[src/rtl/vls_pkg.sv]
package vls_pkg;

    localparam int FIELD_W  = 6;
    localparam int STATE_W  = 4 * FIELD_W;
    localparam int SIZE_W   = 2;
    localparam int IMM_W    = 5;

    typedef logic [FIELD_W-1:0] field_t;

    // Packed so that the first member lands in the top bits of the word.
    typedef struct packed {
        field_t dst_off;
        field_t src_off;
        field_t vl;
        field_t maxvl;
    } vls_state_t;

    typedef enum logic [1:0] {
        SEL_NONE  = 2'd0,
        SEL_VL    = 2'd1,
        SEL_STATE = 2'd2,
        SEL_CFG   = 2'd3
    } csr_sel_e;

    function automatic field_t fmin(input field_t a, input field_t b);
        return (a < b) ? a : b;
    endfunction

    // Ordered clamp: maxvl against the cap, then vl, then both offsets.
    function automatic vls_state_t clamp_state(input vls_state_t raw, input field_t cap);
        vls_state_t r;
        r.maxvl   = fmin(raw.maxvl, cap);
        r.vl      = fmin(raw.vl, r.maxvl);
        r.src_off = fmin(raw.src_off, r.vl);
        r.dst_off = fmin(raw.dst_off, r.vl);
        return r;
    endfunction

endpackage

[src/rtl/vls_state_regs.sv]
module vls_state_regs
    import vls_pkg::*;
#(
    parameter int XLEN = 32
) (
    input  logic             clk,
    input  logic             rst,
    input  logic             wr_state,
    input  logic             wr_vl,
    input  vls_state_t       state_raw,
    input  logic [XLEN-1:0]  vl_req,
    output vls_state_t       state_q,
    output field_t           vl_new
);
    localparam field_t CAP = field_t'(XLEN - 1);

    vls_state_t clamped;
    vls_state_t vl_next;

    always_comb begin
        clamped = clamp_state(state_raw, CAP);
        if (vl_req > XLEN'(state_q.maxvl))
            vl_new = state_q.maxvl;
        else
            vl_new = vl_req[FIELD_W-1:0];
        vl_next         = state_q;
        vl_next.vl      = vl_new;
        vl_next.src_off = fmin(state_q.src_off, vl_new);
        vl_next.dst_off = fmin(state_q.dst_off, vl_new);
    end

    always_ff @(posedge clk) begin
        if (rst)
            state_q <= '0;
        else if (wr_state)
            state_q <= clamped;
        else if (wr_vl)
            state_q <= vl_next;
    end

    // maxvl never exceeds the register width minus one
    p_maxvl_cap_r1: assert property (@(posedge clk) disable iff (rst)
        state_q.maxvl <= CAP);

    // vl never exceeds maxvl
    p_vl_bound_r1: assert property (@(posedge clk) disable iff (rst)
        state_q.vl <= state_q.maxvl);

    // offsets never exceed vl
    p_off_bound_r3: assert property (@(posedge clk) disable iff (rst)
        (state_q.src_off <= state_q.vl) && (state_q.dst_off <= state_q.vl));

    // without a write strobe the state holds
    p_hold_r11: assert property (@(posedge clk) disable iff (rst)
        !(wr_state || wr_vl) |=> $stable(state_q));

    // a length write leaves maxvl as it was
    p_vl_keeps_max_r3: assert property (@(posedge clk) disable iff (rst)
        (wr_vl && !wr_state) |=> $stable(state_q.maxvl));

endmodule

[src/rtl/vls_cfg_rows.sv]
module vls_cfg_rows
    import vls_pkg::*;
#(
    parameter int TBL_ROWS = 8
) (
    input  logic                        clk,
    input  logic                        rst,
    input  logic                        wr_cfg,
    input  logic [SIZE_W+$clog2(TBL_ROWS)-1:0] cfg_in,
    output logic [SIZE_W+$clog2(TBL_ROWS)-1:0] cfg_q,
    output logic                        sv_on,
    output logic [$clog2(TBL_ROWS)-1:0] row_first,
    output logic [$clog2(TBL_ROWS)-1:0] row_last,
    output logic [TBL_ROWS-1:0]         row_mask
);
    localparam int BANK_W = $clog2(TBL_ROWS);
    localparam int CFG_W  = SIZE_W + BANK_W;
    localparam int LW     = BANK_W + (1 << SIZE_W) + 1;

    logic [BANK_W-1:0] bank;
    logic [SIZE_W-1:0] size;
    logic [LW-1:0]     span_end;

    always_ff @(posedge clk) begin
        if (rst)
            cfg_q <= '1;
        else if (wr_cfg)
            cfg_q <= cfg_in;
    end

    always_comb begin
        bank     = cfg_q[BANK_W-1:0];
        size     = cfg_q[CFG_W-1:BANK_W];
        sv_on    = (cfg_q != '1);
        span_end = LW'(bank) + (LW'(1) << size) - LW'(1);
        if (!sv_on) begin
            row_first = '0;
            row_last  = '0;
        end else begin
            row_first = bank;
            if (span_end > LW'(TBL_ROWS - 1))
                row_last = BANK_W'(TBL_ROWS - 1);
            else
                row_last = span_end[BANK_W-1:0];
        end
    end

    for (genvar r = 0; r < TBL_ROWS; r++) begin : g_row
        assign row_mask[r] = sv_on && (BANK_W'(r) >= row_first) && (BANK_W'(r) <= row_last);
    end

    // a disabled extension enables no row
    p_off_empty_r8: assert property (@(posedge clk) disable iff (rst)
        !sv_on |-> (row_mask == '0));

    // the bank row is always part of an enabled range
    p_bank_row_r7: assert property (@(posedge clk) disable iff (rst)
        sv_on |-> row_mask[row_first]);

    // the range never runs backwards
    p_range_order_r7: assert property (@(posedge clk) disable iff (rst)
        row_first <= row_last);

endmodule

[src/rtl/vlen_state_unit.sv]
module vlen_state_unit
    import vls_pkg::*;
#(
    parameter int          XLEN       = 32,
    parameter int          TBL_ROWS   = 8,
    parameter logic [11:0] ADDR_VL    = 12'hC21,
    parameter logic [11:0] ADDR_STATE = 12'hC22,
    parameter logic [11:0] ADDR_CFG   = 12'hC23
) (
    input  logic                        clk,
    input  logic                        rst,
    input  logic                        csr_we,
    input  logic                        csr_imm,
    input  logic [11:0]                 csr_addr,
    input  logic [XLEN-1:0]             csr_wdata,
    input  logic [4:0]                  rd_idx,
    output logic                        rf_we,
    output logic [XLEN-1:0]             rf_wdata,
    output logic [FIELD_W-1:0]          maxvl_o,
    output logic [FIELD_W-1:0]          vl_o,
    output logic [FIELD_W-1:0]          src_off_o,
    output logic [FIELD_W-1:0]          dst_off_o,
    output logic                        sv_on,
    output logic [$clog2(TBL_ROWS)-1:0] row_first,
    output logic [$clog2(TBL_ROWS)-1:0] row_last,
    output logic [TBL_ROWS-1:0]         row_mask
);
    localparam int BANK_W = $clog2(TBL_ROWS);
    localparam int CFG_W  = SIZE_W + BANK_W;

    csr_sel_e          sel;
    logic [XLEN-1:0]   wdata_eff;
    vls_state_t        state_q;
    field_t            vl_new;
    logic [CFG_W-1:0]  cfg_q;

    always_comb begin
        sel = SEL_NONE;
        if (csr_we) begin
            if (csr_addr == ADDR_VL)         sel = SEL_VL;
            else if (csr_addr == ADDR_STATE) sel = SEL_STATE;
            else if (csr_addr == ADDR_CFG)   sel = SEL_CFG;
        end
        wdata_eff = csr_imm ? XLEN'(csr_wdata[IMM_W-1:0]) : csr_wdata;
    end

    vls_state_regs #(.XLEN(XLEN)) u_state (
        .clk       (clk),
        .rst       (rst),
        .wr_state  (sel == SEL_STATE),
        .wr_vl     (sel == SEL_VL),
        .state_raw (vls_state_t'(wdata_eff[STATE_W-1:0])),
        .vl_req    (wdata_eff),
        .state_q   (state_q),
        .vl_new    (vl_new)
    );

    vls_cfg_rows #(.TBL_ROWS(TBL_ROWS)) u_cfg (
        .clk       (clk),
        .rst       (rst),
        .wr_cfg    (sel == SEL_CFG),
        .cfg_in    (wdata_eff[CFG_W-1:0]),
        .cfg_q     (cfg_q),
        .sv_on     (sv_on),
        .row_first (row_first),
        .row_last  (row_last),
        .row_mask  (row_mask)
    );

    always_comb begin
        rf_we = (sel != SEL_NONE) && (rd_idx != 5'd0);
        unique case (sel)
            SEL_VL:    rf_wdata = XLEN'(vl_new);
            SEL_STATE: rf_wdata = XLEN'(state_q);
            SEL_CFG:   rf_wdata = XLEN'(cfg_q);
            default:   rf_wdata = '0;
        endcase
    end

    assign maxvl_o   = state_q.maxvl;
    assign vl_o      = state_q.vl;
    assign src_off_o = state_q.src_off;
    assign dst_off_o = state_q.dst_off;

    // the value handed back by a length write is the length that is then held
    p_vl_return_r4: assert property (@(posedge clk) disable iff (rst)
        (csr_we && csr_addr == ADDR_VL) |=> (vl_o == $past(rf_wdata[FIELD_W-1:0])));

    // the state word read-back never carries bits above the fields
    p_state_hi_zero_r2: assert property (@(posedge clk) disable iff (rst)
        (csr_we && csr_addr == ADDR_STATE) |-> (rf_wdata[XLEN-1:STATE_W] == '0));

endmodule

[config.mk]
export PLATFORM = sky130hd
export DESIGN_NAME = vlen_state_unit
export DESIGN_NICKNAME = d
export VERILOG_FILES = /design/src/rtl/vls_pkg.sv /design/src/rtl/vls_state_regs.sv /design/src/rtl/vls_cfg_rows.sv /design/src/rtl/vlen_state_unit.sv
export SDC_FILE = /design/constraint.sdc
export NUM_CORES = 1
export LEC_CHECK = 0
export ABC_CLOCK_PERIOD_IN_PS = 6600
export BUFFER_PORTS_ARGS = -buffer_cell sky130_fd_sc_hd__buf_2
export CAP_MARGIN = 20
export CORE_MARGIN = 2
export CORE_UTILIZATION = 50
export DETAILED_ROUTE_END_ITERATION = 6
export GPL_ROUTABILITY_DRIVEN = 1
export PLACE_DENSITY_LB_ADDON = 0.05
export SLEW_MARGIN = 15
export SYNTH_ARGS = -nofsm -noshare
export SYNTH_HDL_FRONTEND = slang
export SYNTH_HIERARCHICAL = 1
export SYNTH_SLANG_ARGS = --single-unit
[constraint.sdc]
create_clock -name clk -period 6.6 [get_ports clk]
set_input_delay 0.33 -clock clk [delete_from_list [all_inputs] [get_ports clk]]
set_output_delay 0.33 -clock clk [all_outputs]
set_load 0.005 [all_outputs]
## Word-level counts from Yosys, hierarchy flattened

Index checks and enable logic that the tools add are counted.

- RAM bits: 0
- Memories kept: 0
- Input bits: 53
- Memory bits (read-only): 0
- Output and inout bits: 72
- Register bits: 29
- Word-level logic and storage cells: 81
- Latch bits: 0

- Shifts and indexed selects: 1
- Magnitude comparators: 24
- Multipliers: 0
- Equal/unequal tests: 9
- Muxes and demuxes: 18
- Add/sub/neg operators: 2
- Div/mod/pow operators: 0
- Reduce and logical (&&, ||, !) cells: 22
- Bitwise logic cells: 0

Operators with widths:

| kind | number |
|---|---|
| $pmux W24 S3 | 1 |
| $mux W24 | 2 |
| $mux W6 | 7 |
| $eq A12 B12 Y1 const B | 3 |
| $gt A32 B6 Y1 | 1 |
| $mux W32 | 1 |
| $lt A6 B6 Y1 | 5 |
| $logic_and A1 B1 Y1 | 17 |
| $ge A3 B3 Y1 const A | 4 |
| $le A3 B3 Y1 const A | 4 |
| $mux W3 | 3 |
| $add A3 B8 Y8 | 1 |
| $gt A8 B3 Y1 const B | 1 |
| $mux W2 | 4 |
| $shl A1 B2 Y8 const A | 1 |
| $sub A8 B1 Y8 const B | 1 |
| $ge A1 B3 Y1 const A | 2 |
| $ge A2 B3 Y1 const A | 2 |
| $le A1 B3 Y1 const A | 2 |
| $le A2 B3 Y1 const A | 2 |
| $lt A6 B5 Y1 const B | 1 |
| $ne A5 B5 Y1 const B | 1 |
| $reduce_bool A5 Y1 | 1 |
| $eq A2 B2 Y1 const B | 2 |
| other kinds (4) | 7 |

## Logic depth before layout (Yosys ltp)

- Depth in word-level cells: 8
- Depth in mapped cells: 16
- Depth with buffers taken out: 15

## Hierarchy

Netlist, hierarchy kept.

By module, submodules not included:

| module | cells each | area an instance (um2) | times used | seq. area each (um2) |
|---|---|---|---|---|
| vls_state_regs | 269 | 2208.4 | 1 | 480.5 |
| vlen_state_unit | 92 | 629.4 | 1 | 0.0 |
| vls_cfg_rows | 70 | 534.3 | 1 | 100.1 |

## Worst setup path after synthesis

Ideal clock, no wire load.

- Path type: input port to flip-flop
- From: input port csr_wdata[5]
- To: register u_state/state_q[20] (netlist name)
- Arrival time: 3616 ps
- Setup time: 141 ps
- Stages on the path: 13
- Slack: 2843 ps
- Data required time: 6459 ps
- Path buffers: 0
- Cell sequence: nor2b_1 nor2_1 ha_1 or3_1 a21oi_2 mux2i_1 ha_1 a21o_1 a21o_1 a221o_1 a311o_1 o221ai_1 a221oi_1

- Longest elaborated chain between the ends: 8
- Elaborated cells on any way between the ends: 15
- Those cells by class: 5 x order compare; 1 x eq/ne; 8 x mux; 1 x reduce/logical

RTL lines:

| what | RTL line | source |
|---|---|---|
| start, declared | vlen_state_unit.sv:15 | `input logic [XLEN-1:0] csr_wdata,` |
| $mux W32 * | vlen_state_unit.sv:44 | `wdata_eff = csr_imm ? XLEN'(csr_wdata[IMM_W-1:0]) : csr_wdata;` |
| $lt A6 B5 Y1 | vls_pkg.sv:26 | `return (a < b) ? a : b;` |
| $mux W6 | vls_pkg.sv:26 |  |
| $lt A6 B6 Y1 | vls_pkg.sv:26 |  |
| $mux W6 | vls_pkg.sv:26 |  |
| $lt A6 B6 Y1 | vls_pkg.sv:26 |  |
| $mux W6 | vls_pkg.sv:26 |  |
| $mux W24 | vls_state_regs.sv:35 | `else if (wr_state)` |

Every way passes the cells marked *; elsewhere a longest branch is shown, timed or not. The select of a mux whose other input is x is not followed.
A chain may end at the register's enable or synchronous reset.

## Worst setup path after layout

- From: input port csr_imm
- To: register u_state/state_q[20] (netlist name)

- Longest elaborated chain between the ends: 8
- Elaborated cells on any way between the ends: 15
- Those cells by class: 5 x order compare; 1 x eq/ne; 8 x mux; 1 x reduce/logical

RTL lines:

| what | RTL line | source |
|---|---|---|
| start, declared | vlen_state_unit.sv:13 | `input logic csr_imm,` |
| $mux W32 * | vlen_state_unit.sv:44 |  |
| named net wdata_eff[5] | vlen_state_unit.sv:32 | `logic [XLEN-1:0] wdata_eff;` |
| $lt A6 B5 Y1 | vls_pkg.sv:26 |  |
| $mux W6 | vls_pkg.sv:26 |  |
| $lt A6 B6 Y1 | vls_pkg.sv:26 |  |
| $mux W6 | vls_pkg.sv:26 |  |
| $lt A6 B6 Y1 | vls_pkg.sv:26 |  |
| $mux W6 | vls_pkg.sv:26 |  |
| $mux W24 | vls_state_regs.sv:35 |  |

The timed path passes the listed nets; every way through them passes the cells marked *. The select of a mux whose other input is x is not followed.

==> results.toml <==
[drt]
dr.first_iter.drc_count = 186
num_vias = 3486
drc_errors = 0
wl_per_cell_um = 16.1
dr.pass1.iters = 5
wirelength_mm = 9.86
avgViaCountPerCell = 5.71
postRouteAntennaNets = 0

[critical_path]
reg2reg_slack_ns = 2.53
cpPeakStageDelay_ns = 0.54
critical_path_class = "input port to flop"
cp_top_family = "compound AO/OA/AOI/OAI gates"
cp_cell_sequence = "buf_2, nor2b_1, nor2_1, ha_1, or3_1, a21oi_2, mux2i_1, ha_1, a21o_1, a21o_1, a221o_1, a311o_1, o221ai_1, a221oi_1"
worstPathArrival_ns = 4.53
worst-path-buf-inv = 1
critPathLaunchType = "input port"
cp_max_fo = 27
cp.required_ns = 6.74
crit_path_end_kind = "flop"
cp_slowest_cell = "mux2i_1"

[clock_network]
clockRootBuffer = "clkbuf_8"
cts_tree = "built"
cts_max_level = 2
clk_pin_slew_ns = 0.06
cts_buffers = 5
ctsResizeCount = 0
clock-sinks = 29
clock_path_buffers = 2
insertion_delay_ns = 0.28
post_cts_buffers = 0
hold_buffers = 0

[sta]
drv_slew = 0
setup_ws_ns = 2.21
finalCritPeriodShare_pct = 66.5
worst_pin_slew_ns = 0.700
setup_viol = 0
period_minus_slack_ns = 4.39
relSlewSlack_pct = 52.0
hold_viol_final = 0
finClkSkew_ns = 0.00297
rsz0062_at_grt = "false"
final.setup.tns_ns = 0
whs_ns = 0.343
timing.fmax_ghz = 0.228

[job]
maxCapViolations = 0

[power_and_ir_drop]
leakage_uw = 0.00214
power_density_mw_per_mm2 = 107
p_sw_uw = 127
ir_worst_vdd_v = 0.0000613
power_uw = 425
comb_power_share_pct = 26.4
p_sw_share_pct = 29.8
p_int_uw = 299
p_seq_share_pct = 41.2
clockPowerShare_pct = 32.4

[die]
num_rows = 29
dieArea_mm2 = 0.00742
start_util_pct = 52.5
die_w_um = 86.1
core-area_mm2 = 0.00642
ios = 125
fp.dieH_um = 86.1

[logic_synthesis]
synth_cell_types = 68
yosys_warnings = 6
synth-seq-area-share_pct = 17.2
synthFlopType = "dfxtp_1"
netlist_area_mm2 = 0.00337
avgSynthCellArea_um2 = 7.82
synthArstFlopShare_pct = 0
syn_inst = 431
ys_seq_elements = 29
synth-edff-count = 0

[global_route]
antenna_found_initial = 0
track_usage_pct = 26.5
grt_pass1_wl_mm = 15.8
grt_pass1_vias = 3177
gr-total-overflow = 0
grt_max_degree = 28

[layout]
nFillCells = 598
fin_util_pct = 62.1
diodes = 0
fin_nets = 624
seq_area_um2 = 581
drive_gt1_share_pct = 27.3
areaGrowthSynthToFinish_pct = 18.2
multiInputGateArea_mm2 = 0.00246

[status]
outcome = "complete, no violations"

[hold_path]
hold_class = "input port to flop"

[placed_design]
dpl_worst_slack_ns = 1.93
hpwl_mm = 7.98
gp_congestion = 0.922
place.port_buffers = 116
-- layout make-up --
type	count	area share, %
Clock buffer	8	2.01
Inverter	50	4.71
Multi-Input combinational cell	331	61.7
Sequential cell	29	14.6
Tap cell	77	2.42
Timing Repair Buffer	116	14.6
-- worst paths after layout --
kind,start,endpoint,cells past startpoint
worst max-delay path,csr_imm,u_state/state_q[20],14
worst min-delay path,csr_wdata[2],u_cfg/cfg_q[2],3
worst max register to register,u_state/state_q[5],u_state/state_q[21],14
worst min register to register,u_state/state_q[12],u_state/state_q[12],2
-- registers in the layout, summed over array words and instances (netlist names) --
name	flops
u_state/state_q	24
u_cfg/cfg_q	5
-- worst reg2reg max path, delay by kind of cell (launching register included) --
family	cells	cell delay, ns
adders and majority gates	2	0.72
AOI/OAI and AO/OA	8	1.74
DFF	1	0.39
muxes	1	0.53
and+or+nand+nor	2	0.51
buffers and inverters	1	0.09
-- power by group through the flow --
stage | clock, uW | sequential (uW) | combinational [uW]
after floorplan | 0 | 179 | 80.2
after global placement | 0 | 179 | 109
after detailed placement | 0 | 179 | 111
after CTS | 140 | 175 | 111
after global routing | 147 | 175 | 126
final | 138 | 175 | 112
-- routing by layer --
metal / part of all wire [%] / vias up / GRT usage (%)
li1: - / 1762 / -
met1: 46 / 1575 / 34.9
met2: 47 / 142 / 45.8
met3: 5.9 / 7 / 2.98
met4: 0.93 / 0 / 7.07
met5: 0 / - / 0
-- per-stage QoR --
| step | std cells | instance area [um^2] |
|---|---|---|
| 4_1_cts | 611 | 3980 |
| 6_report | 611 | 3990 |
| 3_3_place_gp | 603 | 3900 |
| 5_1_grt | 611 | 3990 |
| 2_1_floorplan | 438 | 3400 |
| 3_5_place_dp | 603 | 3900 |
-- synthesized netlist by cell type, drive strengths merged, types with 3 or more instances --
| master | number | area, um^2 |
|---|---|---|
| nand4 | 4 | 25.0 |
| o22ai | 6 | 37.5 |
| a221oi | 12 | 111 |
| o2bb2ai | 5 | 43.8 |
| nor3 | 3 | 15.0 |
| nor2b | 30 | 188 |
| and3 | 23 | 155 |
| mux2i | 16 | 160 |
| a21o | 8 | 60.1 |
| or2 | 5 | 31.3 |
| nor4 | 6 | 37.5 |
| a21oi | 18 | 93.8 |
| nand2 | 21 | 81.3 |
| nand2b | 3 | 18.8 |
| inv | 50 | 188 |
| a22oi | 6 | 45.0 |
| dfxtp | 29 | 581 |
| o21ai | 7 | 35.0 |
| buf | 15 | 123 |
| a31oi | 8 | 50.1 |
| or3 | 4 | 25.0 |
| and2 | 4 | 25.0 |
| and4 | 3 | 26.3 |
| nor2 | 37 | 139 |
| clkbuf | 13 | 48.8 |
| ha | 37 | 463 |
| a221o | 3 | 30.0 |
| a211oi | 9 | 72.6 |
| o211ai | 3 | 22.5 |
| o221ai | 7 | 61.3 |
| mux2 | 5 | 56.3 |
-- cells in the final DEF, fill, tap and decap left out, types with 5 or more instances in the layout --
master / count
and3_1: 20
nor2b_1: 29
nor4_1: 6
o21ai_0: 6
mux2i_1: 16
a22oi_1: 6
inv_1: 50
conb_1: 9
dfxtp_1: 29
a221oi_1: 11
a21o_1: 8
ha_1: 37
a211oi_1: 8
a31oi_1: 8
nand2_1: 20
o2bb2ai_1: 5
nor2_1: 37
mux2_2: 5
buf_2: 116
clkbuf_8: 5
a21oi_1: 17
o22ai_1: 6
o221ai_1: 7
-- cell families after synthesis --
| group | after synthesis | share of synthesized area [%] |
|---|---|---|
| compound gates | 109 | 24.8 |
| xor+xnor | 1 | 0.260 |
| fa+ha+maj | 38 | 14.3 |
| buf+inv | 78 | 10.6 |
| flops | 29 | 17.2 |
| mux | 21 | 6.42 |
| other cells | 2 | 0.223 |
| simple gates | 153 | 26.1 |
Power figures use the tool's default switching activity.
